--- src/rtl/lct_pkg.sv ---
package lct_pkg;
    typedef enum logic [1:0] {
        ST_IDLE    = 2'd0,
        ST_COUNT   = 2'd1,
        ST_EXPIRED = 2'd2
    } cnt_state_e;

    localparam int ADDR_W = 2;
    localparam logic [ADDR_W-1:0] ADDR_CTRL = 2'd0;
    localparam logic [ADDR_W-1:0] ADDR_DIV  = 2'd1;
    localparam logic [ADDR_W-1:0] ADDR_LOAD = 2'd2;
    localparam logic [ADDR_W-1:0] ADDR_CUR  = 2'd3;

    localparam int MASK_BIT = 16;
    localparam int MODE_BIT = 17;
    localparam int DIV_W    = 4;

    // selector {b3,b1,b0} -> log2 of divisor; 3'b111 means divide by one
    function automatic logic [2:0] div_shift(input logic [2:0] sel);
        return (sel == 3'b111) ? 3'd0 : sel + 3'd1;
    endfunction
endpackage

--- src/rtl/lct_prescaler.sv ---
module lct_prescaler #(
    parameter int PRE_W = 7
) (
    input  logic       clk,
    input  logic       rst_n,
    input  logic       restart,
    input  logic       run,
    input  logic [2:0] shift,
    output logic       tick
);
    logic [PRE_W-1:0] pre_q;
    logic [PRE_W-1:0] reload;

    always_comb reload = PRE_W'((32'd1 << shift) - 32'd1);

    always_ff @(posedge clk) begin
        if (!rst_n) begin
            pre_q <= '0;
        end else if (restart) begin
            pre_q <= reload;
        end else if (run) begin
            if (pre_q == '0) pre_q <= reload;
            else             pre_q <= pre_q - 1'b1;
        end
    end

    assign tick = run && !restart && (pre_q == '0);
endmodule

--- src/rtl/lct_regs.sv ---
module lct_regs
    import lct_pkg::*;
#(
    parameter int CNT_W = 32,
    parameter int VEC_W = 8
) (
    input  logic              clk,
    input  logic              rst_n,
    input  logic              wr,
    input  logic [ADDR_W-1:0] addr,
    input  logic [CNT_W-1:0]  wdata,
    output logic [VEC_W-1:0]  vec,
    output logic              masked,
    output logic              periodic,
    output logic [DIV_W-1:0]  div_code,
    output logic [CNT_W-1:0]  load_val,
    output logic              load
);
    assign load = wr && (addr == ADDR_LOAD);

    always_ff @(posedge clk) begin
        if (!rst_n) begin
            vec      <= '0;
            masked   <= 1'b1;
            periodic <= 1'b0;
            div_code <= '0;
            load_val <= '0;
        end else if (wr) begin
            unique case (addr)
                ADDR_CTRL: begin
                    vec      <= wdata[VEC_W-1:0];
                    masked   <= wdata[MASK_BIT];
                    periodic <= wdata[MODE_BIT];
                end
                ADDR_DIV:  div_code <= wdata[DIV_W-1:0];
                ADDR_LOAD: load_val <= wdata;
                default: ;
            endcase
        end
    end
endmodule

--- src/rtl/lct_counter.sv ---
module lct_counter
    import lct_pkg::*;
#(
    parameter int CNT_W = 32
) (
    input  logic             clk,
    input  logic             rst_n,
    input  logic             load,
    input  logic [CNT_W-1:0] wdata,
    input  logic [CNT_W-1:0] load_val,
    input  logic             periodic,
    input  logic             masked,
    input  logic             tick,
    output logic [CNT_W-1:0] cnt,
    output logic             running,
    output logic             irq
);
    cnt_state_e state_q, state_d;
    logic at_one, at_zero;

    assign at_one  = (cnt == CNT_W'(1));
    assign at_zero = (cnt == '0);

    always_ff @(posedge clk) begin
        if (!rst_n) state_q <= ST_IDLE;
        else        state_q <= state_d;
    end

    always_comb begin
        state_d = state_q;
        unique case (state_q)
            ST_IDLE:    ;
            ST_COUNT:   if (tick && !periodic && (at_one || at_zero)) state_d = ST_EXPIRED;
            ST_EXPIRED: ;
            default:    state_d = ST_IDLE;
        endcase
        if (load) state_d = (wdata == '0) ? ST_IDLE : ST_COUNT;
    end

    always_ff @(posedge clk) begin
        if (!rst_n) begin
            cnt <= '0;
            irq <= 1'b0;
        end else begin
            irq <= 1'b0;
            if (load) begin
                cnt <= wdata;
            end else if (state_q == ST_COUNT && tick) begin
                if (at_zero) begin
                    if (periodic) cnt <= load_val;
                end else begin
                    cnt <= cnt - 1'b1;
                    if (at_one && !masked) irq <= 1'b1;
                end
            end
        end
    end

    assign running = (state_q == ST_COUNT);
endmodule

--- src/rtl/lct_timer.sv ---
module lct_timer
    import lct_pkg::*;
#(
    parameter int CNT_W = 32,
    parameter int VEC_W = 8,
    parameter int PRE_W = 7
) (
    input  logic              clk,
    input  logic              rst_n,
    input  logic              reg_wr,
    input  logic [1:0]        reg_addr,
    input  logic [CNT_W-1:0]  reg_wdata,
    output logic [CNT_W-1:0]  reg_rdata,
    output logic              irq,
    output logic [VEC_W-1:0]  irq_vector
);
    logic             masked, periodic, load, tick, running;
    logic [DIV_W-1:0] div_code;
    logic [CNT_W-1:0] load_val, cur_cnt;
    logic [2:0]       shift;

    lct_regs #(.CNT_W(CNT_W), .VEC_W(VEC_W)) u_regs (
        .clk(clk), .rst_n(rst_n), .wr(reg_wr), .addr(reg_addr), .wdata(reg_wdata),
        .vec(irq_vector), .masked(masked), .periodic(periodic),
        .div_code(div_code), .load_val(load_val), .load(load)
    );

    assign shift = div_shift({div_code[3], div_code[1:0]});

    lct_prescaler #(.PRE_W(PRE_W)) u_pre (
        .clk(clk), .rst_n(rst_n), .restart(load), .run(running),
        .shift(shift), .tick(tick)
    );

    lct_counter #(.CNT_W(CNT_W)) u_cnt (
        .clk(clk), .rst_n(rst_n), .load(load), .wdata(reg_wdata),
        .load_val(load_val), .periodic(periodic), .masked(masked),
        .tick(tick), .cnt(cur_cnt), .running(running), .irq(irq)
    );

    always_comb begin
        reg_rdata = '0;
        unique case (reg_addr)
            ADDR_CTRL: begin
                reg_rdata[VEC_W-1:0] = irq_vector;
                reg_rdata[MASK_BIT]  = masked;
                reg_rdata[MODE_BIT]  = periodic;
            end
            ADDR_DIV:  reg_rdata[DIV_W-1:0] = div_code;
            ADDR_LOAD: reg_rdata = load_val;
            default:   reg_rdata = cur_cnt;
        endcase
    end
endmodule

--- config.mk ---
export PLATFORM = sky130hd
export DESIGN_NAME = lct_timer
export DESIGN_NICKNAME = d
export VERILOG_FILES = /design/src/rtl/lct_pkg.sv /design/src/rtl/lct_prescaler.sv /design/src/rtl/lct_regs.sv /design/src/rtl/lct_counter.sv /design/src/rtl/lct_timer.sv
export SDC_FILE = /design/constraint.sdc
export NUM_CORES = 1
export LEC_CHECK = 0
export ABC_AREA = 1
export BUFFER_PORTS_ARGS = -buffer_cell sky130_fd_sc_hd__buf_2
export CAP_MARGIN = 20
export CORE_ASPECT_RATIO = 0.9
export CORE_MARGIN = 8
export CORE_UTILIZATION = 50
export CTS_CLUSTER_DIAMETER = 60
export DETAILED_ROUTE_END_ITERATION = 12
export PLACE_DENSITY = 0.71
export SYNTH_ARGS = -nofsm -noshare
export SYNTH_HDL_FRONTEND = slang
export SYNTH_SLANG_ARGS = --single-unit
export TNS_END_PERCENT = 5
--- constraint.sdc ---
create_clock -name clk -period 5.1 [get_ports clk]
set_clock_uncertainty 0.1 [all_clocks]
set_input_delay 0.51 -clock clk [delete_from_list [all_inputs] [get_ports clk]]
set_output_delay 0.51 -clock clk [all_outputs]
set_load 0.01 [all_outputs]
Yosys cells after proc, flatten, opt, wreduce, memory -nomap -nowiden
Cells that the tools add are included.
Cells by class
  add/subtract/negate cells: 4
  multiply operators: 0
  div/mod/pow operators: 0
  order comparisons: 0
  eq/ne operators: 9
  shift-type cells: 1
  multiplexer cells: 18
  bitwise operators: 2
  reduce and logical (&&, ||, !) cells: 26
Operator list (count)
  $mux 32: 4
  $logic_not 32->1: 2
  $eq 32x1->1 const B: 1
  $sub 32x1->32 const B: 1
  $pmux 14 s2: 1
  $pmux 4 s3: 2
  $mux 7: 3
  $pmux 8 s2: 1
  $sub 7x1->7 const B: 2
  $reduce_and 2->1: 5
  $logic_and 1x1->1: 7
  $logic_not 7->1: 1
  $shl 1x3->7 const A: 1
  $pmux 2 s3: 1
  $eq 2x1->1 const B: 2
  $eq 2x2->1 const B: 2
  $logic_not 2->1: 2
  $mux 2: 2
  $pmux 2 s2: 1
  $reduce_bool 2->1: 2
  $reduce_or 2->1: 2
  $reduce_or 4->1: 1
  $add 3x1->3 const B: 1
  $eq 3x3->1 const B: 1
  other kinds (8): 12
Word-level totals
  bits in registers: 88
  bits in latches: 0
  RAM bits: 0
  ROM bits: 0
  input port bits: 37
  output and inout port bits: 41
  word-level logic and storage cells: 69
  memories kept: 0

Logic depth before layout (Yosys ltp)
  depth in word-level cells: 10
  mapped depth: 13
  gate-level depth less buffers: 12

By module
A second synthesis with hierarchy kept.
Second synthesis, totals
  cell total of the unflattened synthesis: 992
  area, all modules: 5949.5 um^2
Modules (own cells, without submodules)
  lct_counter: times used 1, cells each 469, area each 2815.2 um^2, sequential area each 700.7 um^2
  lct_regs: times used 1, cells each 297, area each 1924.3 um^2, sequential area each 920.9 um^2
  lct_prescaler: times used 1, cells each 101, area each 628.1 um^2, sequential area each 140.1 um^2
  lct_timer: times used 1, cells each 125, area each 581.8 um^2, sequential area each 0.0 um^2

Worst setup path after synthesis
Ideal clock, no wire load.
  path kind: input to output
  from: in reg_addr[0]
  to: out reg_rdata[1]
  arrival: 1307 ps
  path slack: 3183 ps
  stages: 6
  cells stage by stage: inv_1 nand2_1 inv_2 clkbuf_1 a221oi_1 o21ai_0
On the way
  word-level cells in the longest chain between the ends: 2
  elaborated cells between the ends (all ways): 4
Ends and longest elaborated chain
  from (decl): line lct_timer.sv:11  | input logic [1:0] reg_addr,
  $eq 2x2->1, or another cell as far along: line lct_timer.sv:43  | unique case (reg_addr)
  $pmux 4 s3 (*): line lct_timer.sv:43
  to (decl): line lct_timer.sv:13  | output logic [CNT_W-1:0] reg_rdata,
Mark *: on every way between the ends. The rest lies on a longest branch, timed or not.

Worst setup path in the final report
  from: in reg_addr[0]
  to: reg u_cnt.cnt[21]
On the way
  word-level cells in the longest chain between the ends: 8
  elaborated cells between the ends (all ways): 10
Ends and longest elaborated chain
  $eq 2x2->1 (*): line lct_regs.sv:19  | assign load = wr && (addr == ADDR_LOAD);
  $logic_and 1x1->1 (*): line lct_regs.sv:19
  $logic_not 1->1: line lct_prescaler.sv:27  | assign tick = run && !restart && (pre_q == '0);
  $logic_and 1x1->1 (2 in a row): line lct_prescaler.sv:27
  $logic_and 1x1->1: line lct_counter.sv:48  | end else if (state_q == ST_COUNT && tick) begin
  $reduce_bool 2->1 (no source line)
  $reduce_and 2->1 (no source line)
  to (signal assigned): line lct_counter.sv:47  | cnt <= wdata;
  to (signal assigned): line lct_counter.sv:50  | if (periodic) cnt <= load_val;
  to (signal assigned): line lct_counter.sv:52  | cnt <= cnt - 1'b1;
  to (decl): line lct_counter.sv:14  | output logic [CNT_W-1:0] cnt,
Marks and branches as above.
A chain may end at the register's enable or synchronous reset.

==> flow_summary.json <==
{
  "cts_resized": 0,
  "clock.fmax_mhz": 312,
  "antenna_cells": 0,
  "hold_buffers": 0,
  "synthDistinctLibCells": 32,
  "dpl_cell_area_um2": 5940,
  "dr.pass1.iters": 5,
  "syn2layout_area_growth_pct": 12.0,
  "pwr_density_cell_nw_per_um2": 331,
  "routed_wl_um": 16600,
  "critical_path_buf_inv_count": 4,
  "drt_iter0_drc": 542,
  "antenna_found_initial": 0,
  "dp_hpwl_um": 12000,
  "fin_area_um2": 6200,
  "wl_met2_um": 7140,
  "p_int_mw": 1.29,
  "period_minus_slack_ns": 3.21,
  "clock_path_buffers": 2,
  "grt_overflow": 0,
  "p_sw_uw": 757,
  "synth_warnings": 0,
  "top_layer": "met4",
  "synth_top_area_cell": "dfxtp_1",
  "postSynthAreaPerCell_um2": 6.03,
  "die_x_um": 127,
  "grt_setup_unrepaired": "false",
  "dp_slack_ns": 1.55,
  "portBuffers": 77,
  "power_switching_share_pct": 36.9,
  "power_frac_seq_pct": 37.7,
  "via_per_inst": 5.30,
  "cts_tree": "done",
  "required_ns": 5.25,
  "cts_sinks": 88,
  "fill_cells": 1133,
  "fin_nets": 1018,
  "crit_slowest_cell": "nand2_2",
  "synth_top_area_share_pct": 31.8,
  "timing.critical_path.mode_cell": "nand2_1",
  "cts_setup_buffers": 0,
  "grt_pass1_wl_um": 27300,
  "slew_violations": 0,
  "fin_util_pct": 57.3,
  "vias": 5886,
  "crit_path_start_kind": "primary input",
  "max-cap-violations": 0,
  "hold_class": "in -> reg",
  "grtUsageTotal_pct": 23.2,
  "io_pins": 78,
  "drive_gt1_share_pct": 11.9,
  "die_h_um": 116,
  "tightest_slew_ns": 0.817,
  "post-route-period-util_pct": 62.9,
  "crit_fanout": 50,
  "grt_pass1_vias": 5479,
  "min-delay-start": "reg_wdata[1]",
  "gp_congestion": 0.931,
  "path_cells": "buf_2, inv_1, nand2_1, inv_2, nand2_2, nand2_1, inv_1, nand2_1, nand2_2, nand2_4, nand2_1, nand2_1, a21oi_2",
  "setup-violations-final": 0,
  "grt_max_degree": 60,
  "fin_setup_tns_ns": 0,
  "numCtsBuffers": 9,
  "max_stage_delay_ns": 0.57,
  "synth_nets": 960,
  "netlist_area_um2": 5530,
  "path_class": "in -> reg",
  "wl_met3_um": 1060,
  "ctsRootBufferMaster": "clkbuf_16",
  "p_leak_nw": 3.14,
  "endpoint_kind": "flip-flop",
  "hold_viol_final": 0,
  "ys_ff_latch": 88,
  "crit_family": "simple AND/OR/NAND/NOR gates",
  "clk_latency_ns": 0.35,
  "antenna_left": 0,
  "rows": 36,
  "clkPwrFrac_pct": 30.0,
  "route.detailed.drc": 0,
  "arrival_ns": 3.35,
  "ir_drop_v": 0.000240,
  "crit_start": "reg_addr[0]",
  "netlist_instances": 918,
  "floorplan.initialDensity_pct": 51.2,
  "status": "finished clean",
  "pwr-share-comb_pct": 32.3,
  "wire_per_inst_um": 15.0,
  "m1WireLength_um": 8140,
  "path_clk_slew_ns": 0.06,
  "ys_seq_area_share_pct": 31.8,
  "core-area_um2": 10800,
  "die_area_um2": 14700,
  "power_mw": 2.05,
  "synth_area_leaders": "dfxtp_1 32%, nand2_1 20%, nor2_1 9.3%",
  "setup_ws_ns": 1.89,
  "regToRegStartpoint": "u_cnt.cnt[0]",
  "relSlewSlack_pct": 45.4,
  "htree_levels": 3
}
## power by group through the flow
stage	Combinational (mW)	Sequential, mW	Clock (mW)
6_report	0.662	0.774	0.614
3_5_place_dp	0.650	0.787	0
5_1_grt	0.750	0.779	0.652
3_3_place_gp	0.647	0.787	0
4_1_cts	0.654	0.772	0.621
2_1_floorplan	0.498	0.777	0
## final cells by class
class,instances,area (µm²),share of cell area [%]
Timing Repair Buffer,82,423,6.82
Multi-Input combinational cell,688,3180,51.4
Tap cell,133,166,2.68
Inverter,107,402,6.48
Sequential cell,88,1760,28.4
Clock inverter,1,5.00,0.0807
Clock buffer,12,256,4.14
## path summary, 6_finish.rpt
check | endpoint | slack (ns) | cells after the start
worst max-delay path | u_cnt.cnt[21] | 1.89 | 13
worst min-delay path | u_regs.vec[1] | 0.34 | 3
worst max register to register | u_cnt.cnt[21] | 2.41 | 11
worst min register to register | u_regs.div_code[2] | 0.37 | 2
## Yosys cell counts
cell type and number:
buf_4 5, ha_1 5, buf_2 5, a21oi_2 6, nand2_2 4, o211ai_1 8, nor3_1 5, inv_1 104
nor2_2 1, clkinv_1 1, a21oi_1 67, clkbuf_1 21, nor2_1 137, nor4_1 4, inv_2 2, xor2_1 19
nand2_1 294, o22ai_1 1, nor2_4 3, dfxtp_1 88, a31oi_1 1, nand2_4 5, o21a_1 6, o221ai_1 2
nor2_8 1, or2_1 1, nand3_1 45, buf_6 4, nand4_1 10, a221oi_1 3, nand3b_1 1, o21ai_0 59
## flip-flops by register name, summed over array words and instances, names as in the netlist
signal	flops
u_regs.masked	1
u_regs.vec	8
u_cnt.irq	1
u_cnt.cnt	32
u_pre.pre_q	7
u_regs.div_code	4
u_regs.load_val	32
u_regs.periodic	1
u_cnt.state_q	2
## cells by family (layout without fill, tap and decap cells)
group                    count (synthesis)  after routing  synth area share [%]
XOR/XNOR                                19             19                  3.01
buffers and inverters                  142            202                  10.6
AO/OA/AOI/OAI                          153            153                  15.3
AND/OR/NAND/NOR                        511            511                  38.1
adder cells (fa/ha/maj)                  5              5                  1.13
flip-flops                              88             88                  31.8
## per-layer routing
metal,GRT usage (%),vias up
li1,-,3025
met3,5.93,22
met1,31.1,2644
met2,36.3,195
met5,0,-
met4,6.33,0
## cells in the final DEF (no fill, tap or decap), types with 2 or more instances in the layout
cell type,instances
a21oi_1,67
a21oi_2,6
a221oi_1,3
buf_2,77
buf_4,5
clkbuf_16,9
clkbuf_8,2
dfxtp_1,88
ha_1,5
inv_1,104
inv_2,2
nand2_1,294
nand2_2,4
nand2_4,5
nand3_1,45
nand4_1,10
nor2_1,137
nor2_4,3
nor3_1,5
nor4_1,4
o211ai_1,8
o21a_1,6
o21ai_0,59
o221ai_1,2
xor2_1,19
## tightest hold or removal path, delay by kind of cell
kind,cells,cell delay [ns]
AO/OA/AOI/OAI,1,0.05
buffers and inverters,2,0.18
## stage by stage
stage / hold slack, ns / instances
after global placement: 0.351 / 1098
final: 0.340 / 1111
after floorplan: 0.330 / 918
after detailed placement: 0.357 / 1098
after global routing: 0.345 / 1111
after CTS: 0.335 / 1111
Note: power is estimated with default switching activity, not from simulation.
